<file path="src/rtl/ddr_mon_pkg.sv">
package ddr_mon_pkg;

  typedef enum logic [3:0] {
    CMD_DESEL    = 4'd0,
    CMD_NOP      = 4'd1,
    CMD_MRS      = 4'd2,
    CMD_EMRS     = 4'd3,
    CMD_REF      = 4'd4,
    CMD_SREF_IN  = 4'd5,
    CMD_SREF_OUT = 4'd6,
    CMD_PDN_IN   = 4'd7,
    CMD_PDN_OUT  = 4'd8,
    CMD_PRE      = 4'd9,
    CMD_ACT      = 4'd10,
    CMD_WR       = 4'd11,
    CMD_RD       = 4'd12,
    CMD_BST      = 4'd13
  } cmd_e;

  // Clock cycles occupied by a burst of the given beat count (two beats a cycle).
  function automatic int beat_cycles(input int beats);
    return (beats + 1) / 2;
  endfunction

  function automatic logic is_idle(input cmd_e c);
    return (c == CMD_NOP) || (c == CMD_DESEL);
  endfunction

  // One cycle of bus pins to a command.
  function automatic cmd_e decode_cmd(input logic cke_p, input logic cke_c,
                                      input logic cs_n, input logic ras_n,
                                      input logic cas_n, input logic we_n,
                                      input logic ba0, input logic in_sref);
    logic [2:0] rcw;
    cmd_e       res;
    rcw = {ras_n, cas_n, we_n};
    res = CMD_NOP;
    if (!cke_p && cke_c) begin
      res = in_sref ? CMD_SREF_OUT : CMD_PDN_OUT;
    end else if (!cke_c) begin
      if (cke_p) begin
        if (cs_n || rcw == 3'b111) res = CMD_PDN_IN;
        else if (rcw == 3'b001)    res = CMD_SREF_IN;
      end
    end else if (cs_n) begin
      res = CMD_DESEL;
    end else begin
      case (rcw)
        3'b000:  res = ba0 ? CMD_EMRS : CMD_MRS;
        3'b001:  res = CMD_REF;
        3'b010:  res = CMD_PRE;
        3'b011:  res = CMD_ACT;
        3'b100:  res = CMD_WR;
        3'b101:  res = CMD_RD;
        3'b110:  res = CMD_BST;
        default: res = CMD_NOP;
      endcase
    end
    return res;
  endfunction

endpackage

</file>
<file path="src/rtl/ddr_cmd_decode.sv">
module ddr_cmd_decode
  import ddr_mon_pkg::*;
#(
  parameter int ADDR_W = 12,
  parameter int AP_BIT = 10,
  parameter int COL_W  = 10,
  parameter int BA_W   = 2
) (
  input  logic              cke_prev,
  input  logic              cke,
  input  logic              cs_n,
  input  logic              ras_n,
  input  logic              cas_n,
  input  logic              we_n,
  input  logic [BA_W-1:0]   ba,
  input  logic [ADDR_W-1:0] addr,
  input  logic              in_sref,
  output cmd_e              cmd,
  output logic [BA_W-1:0]   bank,
  output logic              all_banks,
  output logic              auto_pre,
  output logic [ADDR_W-1:0] addr_out
);

  logic ap_bit;
  logic is_rdwr;
  logic bank_cmd;

  assign ap_bit = addr[AP_BIT];

  always_comb begin
    cmd      = decode_cmd(cke_prev, cke, cs_n, ras_n, cas_n, we_n, ba[0], in_sref);
    is_rdwr  = (cmd == CMD_RD) || (cmd == CMD_WR);
    bank_cmd = is_rdwr || (cmd == CMD_ACT) || (cmd == CMD_PRE);
    bank     = bank_cmd ? ba : '0;
    all_banks = ((cmd == CMD_PRE) && ap_bit) || (cmd == CMD_REF) || (cmd == CMD_SREF_IN);
    auto_pre  = is_rdwr && ap_bit;
    if (cmd == CMD_ACT)  addr_out = addr;
    else if (is_rdwr)    addr_out = {{(ADDR_W-COL_W){1'b0}}, addr[COL_W-1:0]};
    else                 addr_out = '0;
  end

endmodule

</file>
<file path="src/rtl/ddr_bank_tracker.sv">
module ddr_bank_tracker #(
  parameter int NUM_BANKS = 4,
  parameter int TMR_LOAD  = 5,
  localparam int TMR_W    = $clog2(TMR_LOAD + 1)
) (
  input  logic                 clk,
  input  logic                 rst_n,
  input  logic [NUM_BANKS-1:0] open_req,
  input  logic [NUM_BANKS-1:0] close_req,
  input  logic [NUM_BANKS-1:0] tmr_load,
  output logic [NUM_BANKS-1:0] bank_open,
  output logic [NUM_BANKS-1:0] tmr_busy
);

  for (genvar g = 0; g < NUM_BANKS; g++) begin : g_bank
    logic [TMR_W-1:0] tmr;

    always_ff @(posedge clk) begin
      if (!rst_n) begin
        bank_open[g] <= 1'b0;
        tmr          <= '0;
      end else begin
        if (open_req[g])       bank_open[g] <= 1'b1;
        else if (close_req[g]) bank_open[g] <= 1'b0;
        if (tmr_load[g])       tmr <= TMR_W'(TMR_LOAD);
        else if (tmr != '0)    tmr <= tmr - 1'b1;
      end
    end

    assign tmr_busy[g] = (tmr != '0);


    bank_open_chk: assert property (@(posedge clk) disable iff (!rst_n)
      open_req[g] |=> bank_open[g]);


    bank_close_chk: assert property (@(posedge clk) disable iff (!rst_n)
      (close_req[g] && !open_req[g]) |=> !bank_open[g]);
  end

endmodule

</file>
<file path="src/rtl/ddr_burst_tracker.sv">
module ddr_burst_tracker #(
  parameter int BURST_CYC = 2,
  parameter int BA_W      = 2,
  localparam int CNT_W    = $clog2(BURST_CYC + 1)
) (
  input  logic            clk,
  input  logic            rst_n,
  input  logic            is_rdwr,
  input  logic            is_write,
  input  logic            is_bst,
  input  logic            auto_pre,
  input  logic [BA_W-1:0] bank,
  output logic            burst_active,
  output logic            wap_active,
  output logic            close_evt,
  output logic [BA_W-1:0] close_bank
);

  logic [CNT_W-1:0] cnt;
  logic             pend;
  logic             pend_wr;

  assign burst_active = (cnt != '0);
  assign wap_active   = burst_active && pend && pend_wr;
  // Pending auto-precharge retires at the last burst cycle, or when cut short.
  assign close_evt    = pend && burst_active && ((cnt == CNT_W'(1)) || is_bst || is_rdwr);

  always_ff @(posedge clk) begin
    if (!rst_n) begin
      cnt        <= '0;
      pend       <= 1'b0;
      pend_wr    <= 1'b0;
      close_bank <= '0;
    end else if (is_rdwr) begin
      cnt        <= CNT_W'(BURST_CYC);
      pend       <= auto_pre;
      pend_wr    <= is_write;
      close_bank <= bank;
    end else if (is_bst) begin
      cnt  <= '0;
      pend <= 1'b0;
    end else if (burst_active) begin
      cnt <= cnt - 1'b1;
      if (cnt == CNT_W'(1)) pend <= 1'b0;
    end
  end


  bst_end_chk: assert property (@(posedge clk) disable iff (!rst_n)
    is_bst |=> !burst_active);


  burst_start_chk: assert property (@(posedge clk) disable iff (!rst_n)
    $rose(burst_active) |-> $past(is_rdwr));

endmodule

</file>
<file path="src/rtl/ddr_cmd_monitor.sv">
module ddr_cmd_monitor
  import ddr_mon_pkg::*;
#(
  parameter int NUM_BANKS = 4,
  parameter int ADDR_W    = 12,
  parameter int AP_BIT    = 10,
  parameter int COL_W     = 10,
  parameter int BURST_LEN = 4,
  parameter int TRP_CYC   = 3,
  parameter int MRD_CYC   = 2,
  localparam int BA_W      = $clog2(NUM_BANKS),
  localparam int BURST_CYC = beat_cycles(BURST_LEN),
  localparam int TMR_LOAD  = BURST_CYC + TRP_CYC,
  localparam int MRD_W     = $clog2(MRD_CYC + 1),
  localparam int NUM_VIOL  = 5
) (
  input  logic                 clk,
  input  logic                 rst_n,
  input  logic                 cke_prev,
  input  logic                 cke,
  input  logic                 cs_n,
  input  logic                 ras_n,
  input  logic                 cas_n,
  input  logic                 we_n,
  input  logic [BA_W-1:0]      ba,
  input  logic [ADDR_W-1:0]    addr,
  output logic [3:0]           cmd_code,
  output logic [BA_W-1:0]      cmd_bank,
  output logic                 cmd_all_banks,
  output logic                 cmd_auto_pre,
  output logic [ADDR_W-1:0]    cmd_addr,
  output logic [NUM_BANKS-1:0] bank_open,
  output logic                 viol_mode_state,
  output logic                 viol_mode_gap,
  output logic                 viol_ref_state,
  output logic                 viol_wap_rdwr,
  output logic                 viol_act_trp
);

  cmd_e                 cmd;
  logic                 in_sref;
  logic [MRD_W-1:0]     mrd_cnt;
  logic                 is_rdwr, is_mode, is_act;
  logic [NUM_BANKS-1:0] sel_bank, sel_close_ap;
  logic [NUM_BANKS-1:0] open_req, close_req, tmr_load, tmr_busy;
  logic                 burst_active, wap_active, close_evt;
  logic [BA_W-1:0]      close_bank;
  logic [NUM_VIOL-1:0]  viol_evt, viol_q;

  ddr_cmd_decode #(.ADDR_W(ADDR_W), .AP_BIT(AP_BIT), .COL_W(COL_W), .BA_W(BA_W)) u_decode (
    .cke_prev (cke_prev), .cke (cke), .cs_n (cs_n), .ras_n (ras_n),
    .cas_n (cas_n), .we_n (we_n), .ba (ba), .addr (addr), .in_sref (in_sref),
    .cmd (cmd), .bank (cmd_bank), .all_banks (cmd_all_banks),
    .auto_pre (cmd_auto_pre), .addr_out (cmd_addr)
  );

  assign cmd_code = cmd;
  assign is_rdwr  = (cmd == CMD_RD) || (cmd == CMD_WR);
  assign is_mode  = (cmd == CMD_MRS) || (cmd == CMD_EMRS);
  assign is_act   = (cmd == CMD_ACT);

  assign sel_bank     = {{(NUM_BANKS-1){1'b0}}, 1'b1} << cmd_bank;
  assign sel_close_ap = {{(NUM_BANKS-1){1'b0}}, 1'b1} << close_bank;
  assign open_req     = is_act ? sel_bank : '0;
  assign tmr_load     = (is_rdwr && cmd_auto_pre) ? sel_bank : '0;
  assign close_req    = ((cmd == CMD_PRE) ? (cmd_all_banks ? '1 : sel_bank) : '0)
                      | (close_evt ? sel_close_ap : '0);

  ddr_burst_tracker #(.BURST_CYC(BURST_CYC), .BA_W(BA_W)) u_burst (
    .clk (clk), .rst_n (rst_n), .is_rdwr (is_rdwr), .is_write (cmd == CMD_WR),
    .is_bst (cmd == CMD_BST), .auto_pre (cmd_auto_pre), .bank (cmd_bank),
    .burst_active (burst_active), .wap_active (wap_active),
    .close_evt (close_evt), .close_bank (close_bank)
  );

  ddr_bank_tracker #(.NUM_BANKS(NUM_BANKS), .TMR_LOAD(TMR_LOAD)) u_banks (
    .clk (clk), .rst_n (rst_n), .open_req (open_req), .close_req (close_req),
    .tmr_load (tmr_load), .bank_open (bank_open), .tmr_busy (tmr_busy)
  );

  // Violation events, one bit each, ordered as the outputs below.
  assign viol_evt[0] = is_mode && (|bank_open);
  assign viol_evt[1] = (mrd_cnt != '0) && !is_idle(cmd);
  assign viol_evt[2] = ((cmd == CMD_REF) || (cmd == CMD_SREF_IN)) && (|bank_open);
  assign viol_evt[3] = is_rdwr && wap_active;
  assign viol_evt[4] = is_act && tmr_busy[cmd_bank];

  always_ff @(posedge clk) begin
    if (!rst_n) begin
      mrd_cnt <= '0;
      in_sref <= 1'b0;
      viol_q  <= '0;
    end else begin
      viol_q <= viol_q | viol_evt;
      if (is_mode)              mrd_cnt <= MRD_W'(MRD_CYC - 1);
      else if (mrd_cnt != '0)   mrd_cnt <= mrd_cnt - 1'b1;
      if (cmd == CMD_SREF_IN)       in_sref <= 1'b1;
      else if (cmd == CMD_SREF_OUT) in_sref <= 1'b0;
    end
  end

  assign viol_mode_state = viol_q[0];
  assign viol_mode_gap   = viol_q[1];
  assign viol_ref_state  = viol_q[2];
  assign viol_wap_rdwr   = viol_q[3];
  assign viol_act_trp    = viol_q[4];

  for (genvar v = 0; v < NUM_VIOL; v++) begin : g_sticky

    viol_sticky_chk: assert property (@(posedge clk) disable iff (!rst_n)
      viol_q[v] |=> viol_q[v]);
  end


  mrs_gap_chk: assert property (@(posedge clk) disable iff (!rst_n)
    ((mrd_cnt != '0) && !is_idle(cmd)) |=> viol_mode_gap);


  act_window_chk: assert property (@(posedge clk) disable iff (!rst_n)
    (is_act && tmr_busy[cmd_bank]) |=> viol_act_trp);

endmodule

</file>
<file path="config.mk">
export PLATFORM = sky130hd
export DESIGN_NAME = ddr_cmd_monitor
export DESIGN_NICKNAME = d
export VERILOG_FILES = /design/src/rtl/ddr_mon_pkg.sv /design/src/rtl/ddr_cmd_decode.sv /design/src/rtl/ddr_bank_tracker.sv /design/src/rtl/ddr_burst_tracker.sv /design/src/rtl/ddr_cmd_monitor.sv
export SDC_FILE = /design/constraint.sdc
export NUM_CORES = 1
export LEC_CHECK = 0
export BUFFER_PORTS_ARGS = -buffer_cell sky130_fd_sc_hd__buf_2
export CAP_MARGIN = 5
export CORE_ASPECT_RATIO = 0.6
export CORE_UTILIZATION = 33
export CTS_CLUSTER_SIZE = 40
export DETAILED_ROUTE_END_ITERATION = 16
export GPL_ROUTABILITY_DRIVEN = 0
export HOLD_SLACK_MARGIN = 0.05
export PLACE_DENSITY_LB_ADDON = 0.3
export SYNTH_ARGS = -nofsm -noshare
export SYNTH_HDL_FRONTEND = slang
export SYNTH_HIERARCHICAL = 1
export SYNTH_SLANG_ARGS = --single-unit
</file>
<file path="constraint.sdc">
create_clock -name clk -period 2.7 [get_ports clk]
set_input_delay 0.405 -clock clk [delete_from_list [all_inputs] [get_ports clk]]
set_output_delay 0.405 -clock clk [all_outputs]
set_load 0.05 [all_outputs]
</file>
Yosys cells after proc, flatten, opt, wreduce, memory -nomap -nowiden
Cells that the tools add are included.

Reductions and logical operators: 53. Bitwise gates (word level): 3. Shifts and indexed selects: 2. Eq/ne operators: 19. Add/subtract/negate cells: 6. $lt $le $gt $ge: 1. Multiplexer cells: 46.

Operators with widths (number): $mux W4 (11); $pmux W4 S7 (1); $mux W3 (9); $reduce_bool A2 Y1 (12); $eq A4 B4 Y1 const B (5); $mux W1 (18); $reduce_bool A3 Y1 (6); $eq A3 B3 Y1 const B (4); $eq A4 B3 Y1 const B (3); $logic_and A1 B1 Y1 (12); $mux W12 (1); $sub A3 B1 Y3 const B (4); $logic_or A1 B1 Y1 (11); $mux W10 (1); $reduce_or A2 Y1 (5); $eq A4 B2 Y1 const B (2); $mux W2 (4); $shl A1 B2 Y4 const A (2); $eq A3 B2 Y1 const B (2); $or A5 B5 Y5 (1); $eq A4 B1 Y1 const B (1); $logic_not A4 Y1 (1); $or A4 B4 Y4 (1); $reduce_or A4 Y1 (1); 10 further kinds (12).

Output and inout port bits: 29. Word-level logic and storage cells: 151. Bits in registers: 30. Input bits: 22.

Depth between registers and ports, before layout
Gate-level depths: netlist of the first run.

Depth after elaboration: 17. Mapped depth: 14. Depth with buffers taken out: 12.

By module
Netlist of the first run, hierarchy kept.

Modules (own cells, without submodules): ddr_bank_tracker (instances 1, cells an instance 86, area each 855.8 um^2, seq. area each 320.3 um^2); ddr_cmd_monitor (instances 1, cells an instance 69, area each 579.3 um^2, seq. area each 160.2 um^2); ddr_cmd_decode (instances 1, cells an instance 53, area each 362.8 um^2, seq. area each 0.0 um^2); ddr_burst_tracker (instances 1, cells an instance 24, area each 269.0 um^2, seq. area each 120.1 um^2).

Worst setup path after synthesis of the first run
No wires, ideal clock.

Kind: input to register. Start: in cas_n. End: reg u_banks.g_bank[0].tmr[0]. Arrival time: 4.813 ns. Stages on the path: 9. Data required time: 2.630 ns. Path slack: -2.183 ns. Buffers on the path: 1. Library setup time: 0.070 ns. Path through: buf_2 a21boi_1 o31ai_1 mux2_2 nor3_1 o211ai_1 nor3_1 inv_1 a21oi_1.

Elaborated cells between the ends (all ways): 30. Those cells by class: eq/ne: 11; shift: 1; mux: 10; reduce/logical: 8.

RTL lines: from (decl) (RTL line ddr_cmd_monitor.sv:23) `input logic cas_n,`; parallel branches: the longest is 4 deep, another holds $pmux W4 S7; $mux W4 (*) (RTL line ddr_mon_pkg.sv:40) `end else if (!cke_c) begin`; $mux W4 (*) (RTL line ddr_mon_pkg.sv:38) `if (!cke_p && cke_c) begin`; net cmd_code[0] (RTL line ddr_cmd_monitor.sv:27) `output logic [3:0] cmd_code,`; $eq A4 B4 Y1 (RTL line ddr_cmd_decode.sv:33) `is_rdwr = (cmd == CMD_RD) || (cmd == CMD_WR);`; $logic_or A1 B1 Y1 (*) (RTL line ddr_cmd_decode.sv:33); $logic_and A1 B1 Y1 (*) (RTL line ddr_cmd_decode.sv:37) `auto_pre = is_rdwr && ap_bit;`; net cmd_auto_pre (RTL line ddr_cmd_monitor.sv:30) `output logic cmd_auto_pre,`; $logic_and A1 B1 Y1 (*) (RTL line ddr_cmd_monitor.sv:65) `assign tmr_load = (is_rdwr && cmd_auto_pre) ? sel_bank : '0;`; $mux W4 (*) (RTL line ddr_cmd_monitor.sv:65); net tmr_load[0] (RTL line ddr_cmd_monitor.sv:45) `logic [NUM_BANKS-1:0] open_req, close_req, tmr_load, tmr_busy;`; $mux W3 / $reduce_bool A2 Y1 (equally long branches); to (signal assigned) (RTL line ddr_bank_tracker.sv:25) `if (tmr_load[g]) tmr <= TMR_W'(TMR_LOAD);`; to (signal assigned) (RTL line ddr_bank_tracker.sv:26) `else if (tmr != '0) tmr <= tmr - 1'b1;`; to (decl) (RTL line ddr_bank_tracker.sv:16) `logic [TMR_W-1:0] tmr;`.

Mark *: on every way through the listed nets, which the timed path passes. A chain may end at the register's enable or synchronous reset.

Worst setup path in the final report of the first run
Start: in cas_n. End: out cmd_auto_pre.

Word-level cells in the longest chain between the ends: 9. Elaborated cells between the ends (all ways): 20. Those cells by class: eq/ne: 9; mux: 7; reduce/logical: 4.

RTL lines: $eq A3 B1 Y1 / $eq A3 B3 Y1 (equally long branches) (RTL line ddr_mon_pkg.sv:43, ddr_mon_pkg.sv:48, ddr_mon_pkg.sv:42); $mux W3 / $logic_or A1 B1 Y1 (equally long branches) (RTL line ddr_mon_pkg.sv:43, ddr_mon_pkg.sv:42); $mux W4 (RTL line ddr_mon_pkg.sv:42) `if (cs_n || rcw == 3'b111) res = CMD_PDN_IN;`; $mux W4 (RTL line ddr_mon_pkg.sv:41) `if (cke_p) begin`; $mux W4 (*) (RTL line ddr_mon_pkg.sv:40); $mux W4 (*) (RTL line ddr_mon_pkg.sv:38); $eq A4 B4 Y1 (RTL line ddr_cmd_decode.sv:33); $logic_or A1 B1 Y1 (*) (RTL line ddr_cmd_decode.sv:33); $logic_and A1 B1 Y1 (*) (RTL line ddr_cmd_decode.sv:37); to (decl) (RTL line ddr_cmd_monitor.sv:30).

Mark *: on every way between the ends. The rest lies on a longest branch, timed or not.

==> results of run 1 <==
[power groups by stage]
stage               combinational (mW)  sequential, mW  clock (mW)
finish                           0.754           0.568       0.378
global placement                 0.742           0.576           0
CTS                              0.763           0.568       0.389
detailed placement               0.758           0.579           0
floorplan                        0.605           0.590           0
global route                     0.853           0.578       0.413
[cells in the mapped netlist, types with 5 or more instances]
cell and n:
nor2b_1 14, ha_1 13, xor2_1 6, inv_1 27, and3_1 8, a21oi_1 8, and2_1 12, and3b_1 5
nand2b_1 7, o21a_1 11, nor3_1 7, nor2_1 12, dfxtp_1 30, o21ai_0 8, mux2i_1 7
[kinds of logic (layout without fill, tap and decap cells)]
group	count (synthesis)	after routing
buf+inv	38	101
fa+ha+maj	13	13
simple gates	86	86
compound gates	50	50
xor+xnor	6	6
flops	30	30
mux	9	9
[sequential cells by signal, summed over array words and instances, names as in the netlist]
name / flops
u_banks/bank_open: 4
u_burst/close_bank: 2
u_burst/pend_wr: 1
viol_q: 5
u_banks/g_bank.tmr: 12
in_sref: 1
mrd_cnt: 2
u_burst/pend: 1
u_burst/cnt: 2
[layer usage]
layer  GRT usage (%)  routed length (um)  part of all wire [%]  vias up
met2           20.25                1860                    37       39
met5               0                   0                     0        -
li1                -                   -                     -      926
met4           3.214                  31                  0.62        0
met3           4.244                 274                   5.5        5
met1           24.97                2836                    57      833
[worst paths after layout]
kind,startpoint,end,slack [ns],cells past startpoint
setup / recovery,cas_n,cmd_auto_pre,0.20,7
hold / removal,viol_q[4],viol_q[4],0.46,1
setup reg to reg,in_sref,u_banks/bank_open[0],0.52,10
hold reg to reg,viol_q[4],viol_q[4],0.46,1
[through the flow]
step,cell area (sq um),util [%],power [mW]
after floorplan,2172,-,1.195
after global placement,2544,43.81,1.318
after detailed placement,2544,43.81,1.337
after CTS,2635,45.38,1.720
after global routing,2635,45.38,1.844
final,2635,45.38,1.699
[worst max-delay path, delay by kind of cell]
kind / cells / cell delay, ns
buf+inv: 3 / 0.64
compound gates: 1 / 0.40
mux: 1 / 0.36
simple gates: 2 / 0.29
[final cells by class]
class	instances	area [sq um]	share of cell area, %
tap	80	100.1	3.799
multi-input combinational	164	1383	52.47
clock inverter	1	5.005	0.1899
sequential	30	600.6	22.79
clock buffer	7	86.33	3.276
inverter	30	112.6	4.273
timing repair buffer	63	347.8	13.20
==> impl_metrics.json, run 1 <==
{
  "status": "completed",
  "synth-seq-cells": 30,
  "clockPowerShare_pct": 22.2,
  "synth_fa_ha_area_share_pct": 7.869,
  "synth_seq_area_share_pct": 29.06,
  "grtUsageTotal_pct": 15.74,
  "p_sw_share_pct": 36.71,
  "drt_iter0_markers": 44,
  "avgViaCountPerCell": 4.808,
  "cp.arrival_ns": 2.09,
  "first_pass_iters": 4,
  "hold_viol": 0,
  "final_cell_mix": "50 x buf_2, 30 x dfxtp_1, 27 x inv_1",
  "fmax_mhz": 400.6,
  "die_area_sq_um": 6594,
  "h-tree-depth": 2,
  "ys_async_sr_fraction_pct": 0,
  "std_cell_rows": 21,
  "synth_edf_count": 0,
  "gr-total-overflow": 0,
  "worstMarginPinSlew_ns": 0.6969,
  "rsz0062_at_grt": "no",
  "power_switching_uw": 623.7,
  "vdd_drop_max_mv": 0.2556,
  "synth_compound_area_share_pct": 19.79,
  "initial_core_util_pct": 35.60,
  "critPathSlowestCell": "o31ai_4",
  "combPwrFrac_pct": 44.4,
  "final_nets": 329,
  "grt_pass1_wl_mm": 8.121,
  "post-cts-setup-buffers": 0,
  "path_cells": "buf_2, buf_4, nor3_4, o31ai_4, mux2_4, nor3_4, buf_2",
  "cpPeakStageDelay_ns": 0.40,
  "die_height_um": 63.31,
  "cap_violations": 0,
  "crit_path_end_kind": "output pin",
  "slew_violations": 0,
  "insertedDiodeCount": 0,
  "synth.net_count": 267,
  "final_cells": 375,
  "yosys.area.top_type": "dfxtp_1",
  "ant_nets": 0,
  "syn_to_final_growth_pct": 27.48,
  "cp-start-kind": "input pin",
  "drt_drc_violations_left": 0,
  "synthSimpleGateAreaFrac_pct": 27.24,
  "synthCells": 232,
  "finalSetupViolations": 0,
  "yosysWarnings": 6,
  "drive_gt1_share_pct": 31.53,
  "cts-hold-fix-buffers": 0,
  "finClkSkew_ns": 0.008791,
  "max-clock-path-buffers": 2,
  "hold_ws_ns": 0.4644,
  "final_common_cell": "buf_2",
  "hpwl_mm": 3.998,
  "synth_area_leaders": "dfxtp_1 29%, ha_1 7.9%, inv_1 4.9%",
  "max_slew_margin_pct": 53.11,
  "antenna_found_initial": 0,
  "cts_made_buffers": 5,
  "cts_tree": "yes",
  "wirelength_mm": 5.003,
  "period_minus_slack_ns": 2.496,
  "port-buffer-count": 50,
  "die_x_um": 104.2,
  "clk_latency_ns": 0.29,
  "tns_ns": 0,
  "hold_class": "flip-flop to flip-flop",
  "cts_sinks": 30,
  "core_sq_um": 5807,
  "num_vias": 1803,
  "worst_slack_ns": 0.2040,
  "p_int_mw": 1.075,
  "synth.distinct_cells": 54,
  "synth_area_sq_um": 2067,
  "power.leakage_nw": 1.226,
  "wl_per_cell_um": 13.34,
  "finalCritPeriodShare_pct": 92.44,
  "worst-setup-path-type": "input pin to output pin",
  "synth_top_cell_area_share_pct": 29.06,
  "synthXorXnorAreaFrac_pct": 2.542,
  "dp_slack_ns": 0.01182,
  "grt_pass1_vias": 1616,
  "crit_fanout": 10,
  "grt_max_degree": 22,
  "num-fill-cells": 569,
  "clk_pin_slew_ns": 0.06,
  "synthMuxAreaShare_pct": 5.024,
  "seqPwrFrac_pct": 33.4,
  "synth_top_family_by_area": "simple AND/OR/NAND/NOR gates",
  "post_cts_resize_count": 0,
  "boundaryPins": 51,
  "synth_ff_type": "dfxtp_1",
  "cts-root-buf": "clkbuf_8",
  "postSynthAreaPerCell_sq_um": 8.909,
  "power.density_nw_per_um2": 644.7,
  "worstPathRequired_ns": 2.30,
  "placed_cells": 367
}
Note: power is estimated with default switching activity, not from simulation.
==> inputs of run 2 (changes only) <==
- clock period: 2.7 -> 2.92 ns (I/O delays scaled with it)
==> run 2 against run 1 <==
  * Critical path depth shrank 1
  * Non-clock buffer count shrank 6
  * Cell count decreased by 1.6%
  * Clock power shrank 9.5%
  * Flip-flop and latch count is the same
  * Global-route usage shrank 0.57 points
  * Worst setup slack improved by 0.046 ns
  * First-iteration DRC count increased by 82%
  * Critical path type unchanged
==> impl_metrics.json, run 2 (synthesis results as in run 1) <==
{
  "max_slew_margin_pct": 56.33,
  "crit_fanout": 10,
  "cts_made_buffers": 5,
  "crit_path_end_kind": "output pin",
  "finalCritPeriodShare_pct": 91.44,
  "grt_pass1_vias": 1561,
  "power.density_nw_per_um2": 600.4,
  "die_area_sq_um": 6594,
  "placed_cell_area_sq_um": 2484,
  "final_cell_mix": "50 x buf_2, 30 x dfxtp_1, 27 x inv_1",
  "grt_busiest_layer": "met1",
  "finalSetupViolations": 0,
  "grtUsageTotal_pct": 15.17,
  "port-buffer-count": 50,
  "h-tree-depth": 2,
  "drive_gt1_share_pct": 29.76,
  "antenna_found_initial": 0,
  "wirelength_mm": 4.715,
  "cp.arrival_ns": 2.23,
  "initial_core_util_pct": 35.60,
  "vdd_drop_max_mv": 0.4067,
  "largestRegisters": "u_banks/g_bank.tmr: 12 flops, viol_q: 5 flops, u_banks/bank_open: 4 flops",
  "cts_tree": "yes",
  "cap_violations": 0,
  "largest_reg_flops": 12,
  "clk_pin_slew_ns": 0.06,
  "fmax_mhz": 374.5,
  "die_height_um": 63.31,
  "worstPathRequired_ns": 2.48,
  "rsz0062_at_grt": "no",
  "final_common_cell": "buf_2",
  "wl_per_cell_um": 12.78,
  "drt_drc_violations_left": 0,
  "std_cell_rows": 21,
  "cts_sinks": 30,
  "cts-root-buf": "clkbuf_8",
  "hpwl_mm": 3.796,
  "post-cts-setup-buffers": 0,
  "grt_pass1_wl_mm": 7.831,
  "status": "completed",
  "final_util_pct": 44.34,
  "syn_to_final_growth_pct": 24.58,
  "boundaryPins": 51,
  "min_path_cells": 1,
  "gr-total-overflow": 0,
  "worst-setup-path-type": "input pin to output pin",
  "die_x_um": 104.2,
  "first_pass_iters": 4,
  "ant_nets": 0,
  "use_met2_pct": 20.00,
  "period_minus_slack_ns": 2.670,
  "hold_class": "flip-flop to flip-flop",
  "fin_area_sq_um": 2575,
  "num-fill-cells": 603,
  "hold_viol": 0,
  "num_vias": 1727,
  "finClkSkew_ns": 0.005067,
  "max-clock-path-buffers": 2,
  "grt_max_degree": 22,
  "avgViaCountPerCell": 4.680,
  "use_met1_pct": 23.44,
  "post_cts_resize_count": 0,
  "insertedDiodeCount": 0,
  "use_met3_pct": 4.141,
  "top_register": "u_banks/g_bank.tmr",
  "worstMarginPinSlew_ns": 0.6491,
  "final_nets": 323,
  "drt_iter0_markers": 80,
  "cp-start-kind": "input pin",
  "reg2regPathDepth": 10,
  "core_sq_um": 5807,
  "slew_violations": 0,
  "power.leakage_nw": 1.194,
  "cts-hold-fix-buffers": 0,
  "clk_latency_ns": 0.28
}
run 2: changes by cell type in the layout (fill, tap and decap cells not counted), sizes merged:
cell and change:
buf -6
run 2: routing by layer:
layer,up-vias,wire [um]
met5,-,0
met1,780,2612
met4,0,33
met3,4,327
li1,907,-
met2,36,1742
run 2: through the flow:
| stage | power [mW] | hold slack (ns) | TNS, ns | worst slack, ns | cells |
|---|---|---|---|---|---|
| finish | 1.546 | 0.4659 | 0 | 0.2500 | 369 |
| global placement | 1.197 | 0.4482 | 0 | 0.2243 | 361 |
| detailed placement | 1.218 | 0.4594 | 0 | 0.1862 | 361 |
| floorplan | 1.088 | 0.4738 | -0.1946 | -0.08133 | 232 |
| global route | 1.661 | 0.4911 | 0 | 0.1491 | 369 |
| CTS | 1.567 | 0.4733 | 0 | 0.2359 | 369 |
run 2: where the power goes:
group / switching (mW) / internal [mW] / total [mW]
Combinational: 0.379 / 0.299 / 0.678
Sequential: 0.0412 / 0.485 / 0.526
Clock: 0.152 / 0.190 / 0.342
run 2: critical path, cell delays in order:
cell       delay, ns
buf_2           0.18
and3b_1         0.24
or2_0           0.23
a211o_1         0.35
a2111oi_4       0.45
buf_2           0.35
run 2: final timing paths:
path / start / endpoint / slack, ns
max: ras_n / cmd_all_banks / 0.25
min: viol_q[0] / viol_q[0] / 0.47
max reg2reg: in_sref / u_banks/bank_open[0] / 0.73
min reg2reg: viol_q[0] / viol_q[0] / 0.47
run 2: layout make-up:
type | instances | area (sq um) | share of cell area (%)
clock buffer | 7 | 86.33 | 3.353
clock inverter | 1 | 5.005 | 0.1944
inverter | 30 | 112.6 | 4.373
multi-input combinational | 164 | 1368 | 53.11
sequential | 30 | 600.6 | 23.32
tap | 80 | 100.1 | 3.887
timing repair buffer | 57 | 302.8 | 11.76
==> inputs of run 3 (changes only) <==
- clock period: 2.92 -> 2.3 ns (I/O delays scaled with it)
==> run 3 against run 2 <==
  * Register-to-register slack worse by 0.46 ns
  * Count of clock-buffer cells in the layout did not move
  * Routed wire length is 6.0% higher
  * Global-route usage increased by 0.61 points
  * Total power rose by 31%
  * Non-clock buffer count rose by 25
  * Via count increased by 6.2%
  * Clock power grew 28%
  * Worst setup slack got worse by 0.16 ns
  * Sequential power rose by 27%
  * Critical endpoint is now cmd_auto_pre
  * Core utilization is 4.3 points higher
==> impl_metrics.json, run 3 (synthesis results as in run 1) <==
{
  "grtUsageTotal_pct": 15.78,
  "port-buffer-count": 50,
  "crit_fanout": 4,
  "cp.depth": 9,
  "num_vias": 1834,
  "initial_core_util_pct": 35.60,
  "grt_max_degree": 22,
  "path_cells": "buf_2, buf_4, buf_4, a21boi_4, o31ai_4, mux2_4, nor3_4, buf_4, buf_4",
  "drive_gt1_share_pct": 37.58,
  "final_cells": 394,
  "cts-root-buf": "clkbuf_8",
  "cap_violations": 0,
  "insertedDiodeCount": 0,
  "finalSetupViolations": 0,
  "combPwrFrac_pct": 45.2,
  "cts_sinks": 30,
  "cp-start-kind": "input pin",
  "std_cell_rows": 21,
  "clockPowerShare_pct": 21.7,
  "avgViaCountPerCell": 4.655,
  "finalCritPeriodShare_pct": 95.96,
  "grt_pass1_wl_mm": 8.142,
  "hold_class": "flip-flop to flip-flop",
  "tns_ns": 0,
  "wirelength_mm": 4.997,
  "ant_nets": 0,
  "die_area_sq_um": 6594,
  "power_switching_uw": 737.2,
  "cp_num_buf_inv": 5,
  "h-tree-depth": 2,
  "worst-setup-path-type": "input pin to output pin",
  "final_cell_mix": "48 x buf_2, 33 x buf_4, 30 x dfxtp_1",
  "worstMarginPinSlew_ns": 0.7347,
  "hold_viol": 0,
  "max-clock-path-buffers": 2,
  "fmax_mhz": 453.1,
  "period_minus_slack_ns": 2.207,
  "antenna_found_initial": 0,
  "power.density_nw_per_um2": 715.6,
  "finClkSkew_ns": 0.005537,
  "hpwl_mm": 3.998,
  "die_height_um": 63.31,
  "final_common_cell": "buf_2",
  "grt_pass1_vias": 1652,
  "reg2regPathDepth": 7,
  "p_sw_share_pct": 36.50,
  "p_int_mw": 1.283,
  "drt_iter0_markers": 90,
  "vdd_drop_max_mv": 0.3813,
  "gr-total-overflow": 0,
  "die_x_um": 104.2,
  "regArea_sq_um": 600.6,
  "status": "completed",
  "ff2ff_setup_slack_ns": 0.27,
  "final_nets": 348,
  "max_slew_margin_pct": 50.57,
  "cts_made_buffers": 5,
  "critPathTopFamily": "buffers and inverters",
  "syn_to_final_growth_pct": 36.56,
  "largestRegisters": "u_banks/g_bank.tmr: 12 flops, viol_q: 5 flops, u_banks/bank_open: 4 flops",
  "first_pass_iters": 4,
  "cts_tree": "yes",
  "boundaryPins": 51,
  "post-cts-setup-buffers": 0,
  "worst_path_most_repeated_cell": "buf_4",
  "core_sq_um": 5807,
  "clk_pin_slew_ns": 0.06,
  "wl_per_cell_um": 12.68,
  "multi_input_area_sq_um": 1419,
  "top_register": "u_banks/g_bank.tmr",
  "rsz0062_at_grt": "yes",
  "num-fill-cells": 545,
  "slew_violations": 0,
  "drt_drc_violations_left": 0,
  "critPathSlowestCell": "mux2_4",
  "cpPeakStageDelay_ns": 0.34,
  "cp.arrival_ns": 1.86,
  "largest_reg_flops": 12,
  "min_path_cells": 1,
  "crit_path_end_kind": "output pin",
  "clk_latency_ns": 0.28,
  "seqPwrFrac_pct": 33.1,
  "placed_cells": 386,
  "worstPathRequired_ns": 1.96,
  "power.leakage_nw": 1.333
}
==> run 3: changes by cell type in the layout (fill, tap and decap cells not counted), sizes merged <==
cell and change:
buf +25
==> run 3: metrics by stage <==
| step | total power, mW | setup WS [ns] | hold slack (ns) | utilization, % | area [sq um] |
|---|---|---|---|---|---|
| finish | 2.020 | 0.09301 | 0.4657 | 48.61 | 2823 |
| floorplan | 1.401 | -0.5893 | 0.4625 | - | 2188 |
| detailed placement | 1.584 | -0.1904 | 0.4596 | 46.30 | 2689 |
| global placement | 1.564 | -0.1645 | 0.4459 | 46.30 | 2689 |
| CTS | 2.039 | 0.02611 | 0.4720 | 47.92 | 2783 |
| global route | 2.169 | -0.0005753 | 0.4896 | 48.61 | 2823 |
==> run 3: path summary, 6_finish.rpt <==
check | start | to
worst max-delay path | ras_n | cmd_auto_pre
worst min-delay path | viol_q[0] | viol_q[0]
worst max register to register | in_sref | u_banks/g_bank[0].tmr[1]
worst min register to register | viol_q[0] | viol_q[0]
==> run 3: what timing repair did <==
action                                  in CTS  in global routing
hold buffers                                 0                  0
endpoints found under the setup margin       1                  6
pin swaps                                    0                  4
resized for setup                            1                 11
==> run 3: layout make-up <==
type | count | share of cell area [%]
inverter | 30 | 3.989
timing repair buffer | 82 | 17.69
clock buffer | 7 | 3.059
tap | 80 | 3.546
clock inverter | 1 | 0.1773
multi-input combinational | 164 | 50.27
sequential | 30 | 21.28
==> run 3: worst reg2reg max path, stage by stage, from the launching register on <==
cell	delay, ns
dfxtp_1	0.33
and3_1	0.22
a211o_4	0.36
and3b_1	0.21
o211ai_1	0.26
nor3_2	0.10
buf_4	0.16
a2111oi_4	0.30
==> run 3: per-layer routing <==
layer / vias up / routed length (um) / track usage, %
met4: 0 / 17 / 4.821
met3: 2 / 179 / 4.555
met2: 27 / 1983 / 20.17
met5: - / 0 / 0
met1: 843 / 2818 / 24.40
li1: 962 / - / -
==> run 3: power groups by stage <==
stage	Sequential, mW	Combinational, mW	Clock [mW]
finish	0.669	0.914	0.438
CTS	0.669	0.912	0.457
global placement	0.675	0.890	0
detailed placement	0.679	0.905	0
floorplan	0.693	0.708	0
global route	0.680	1.01	0.477
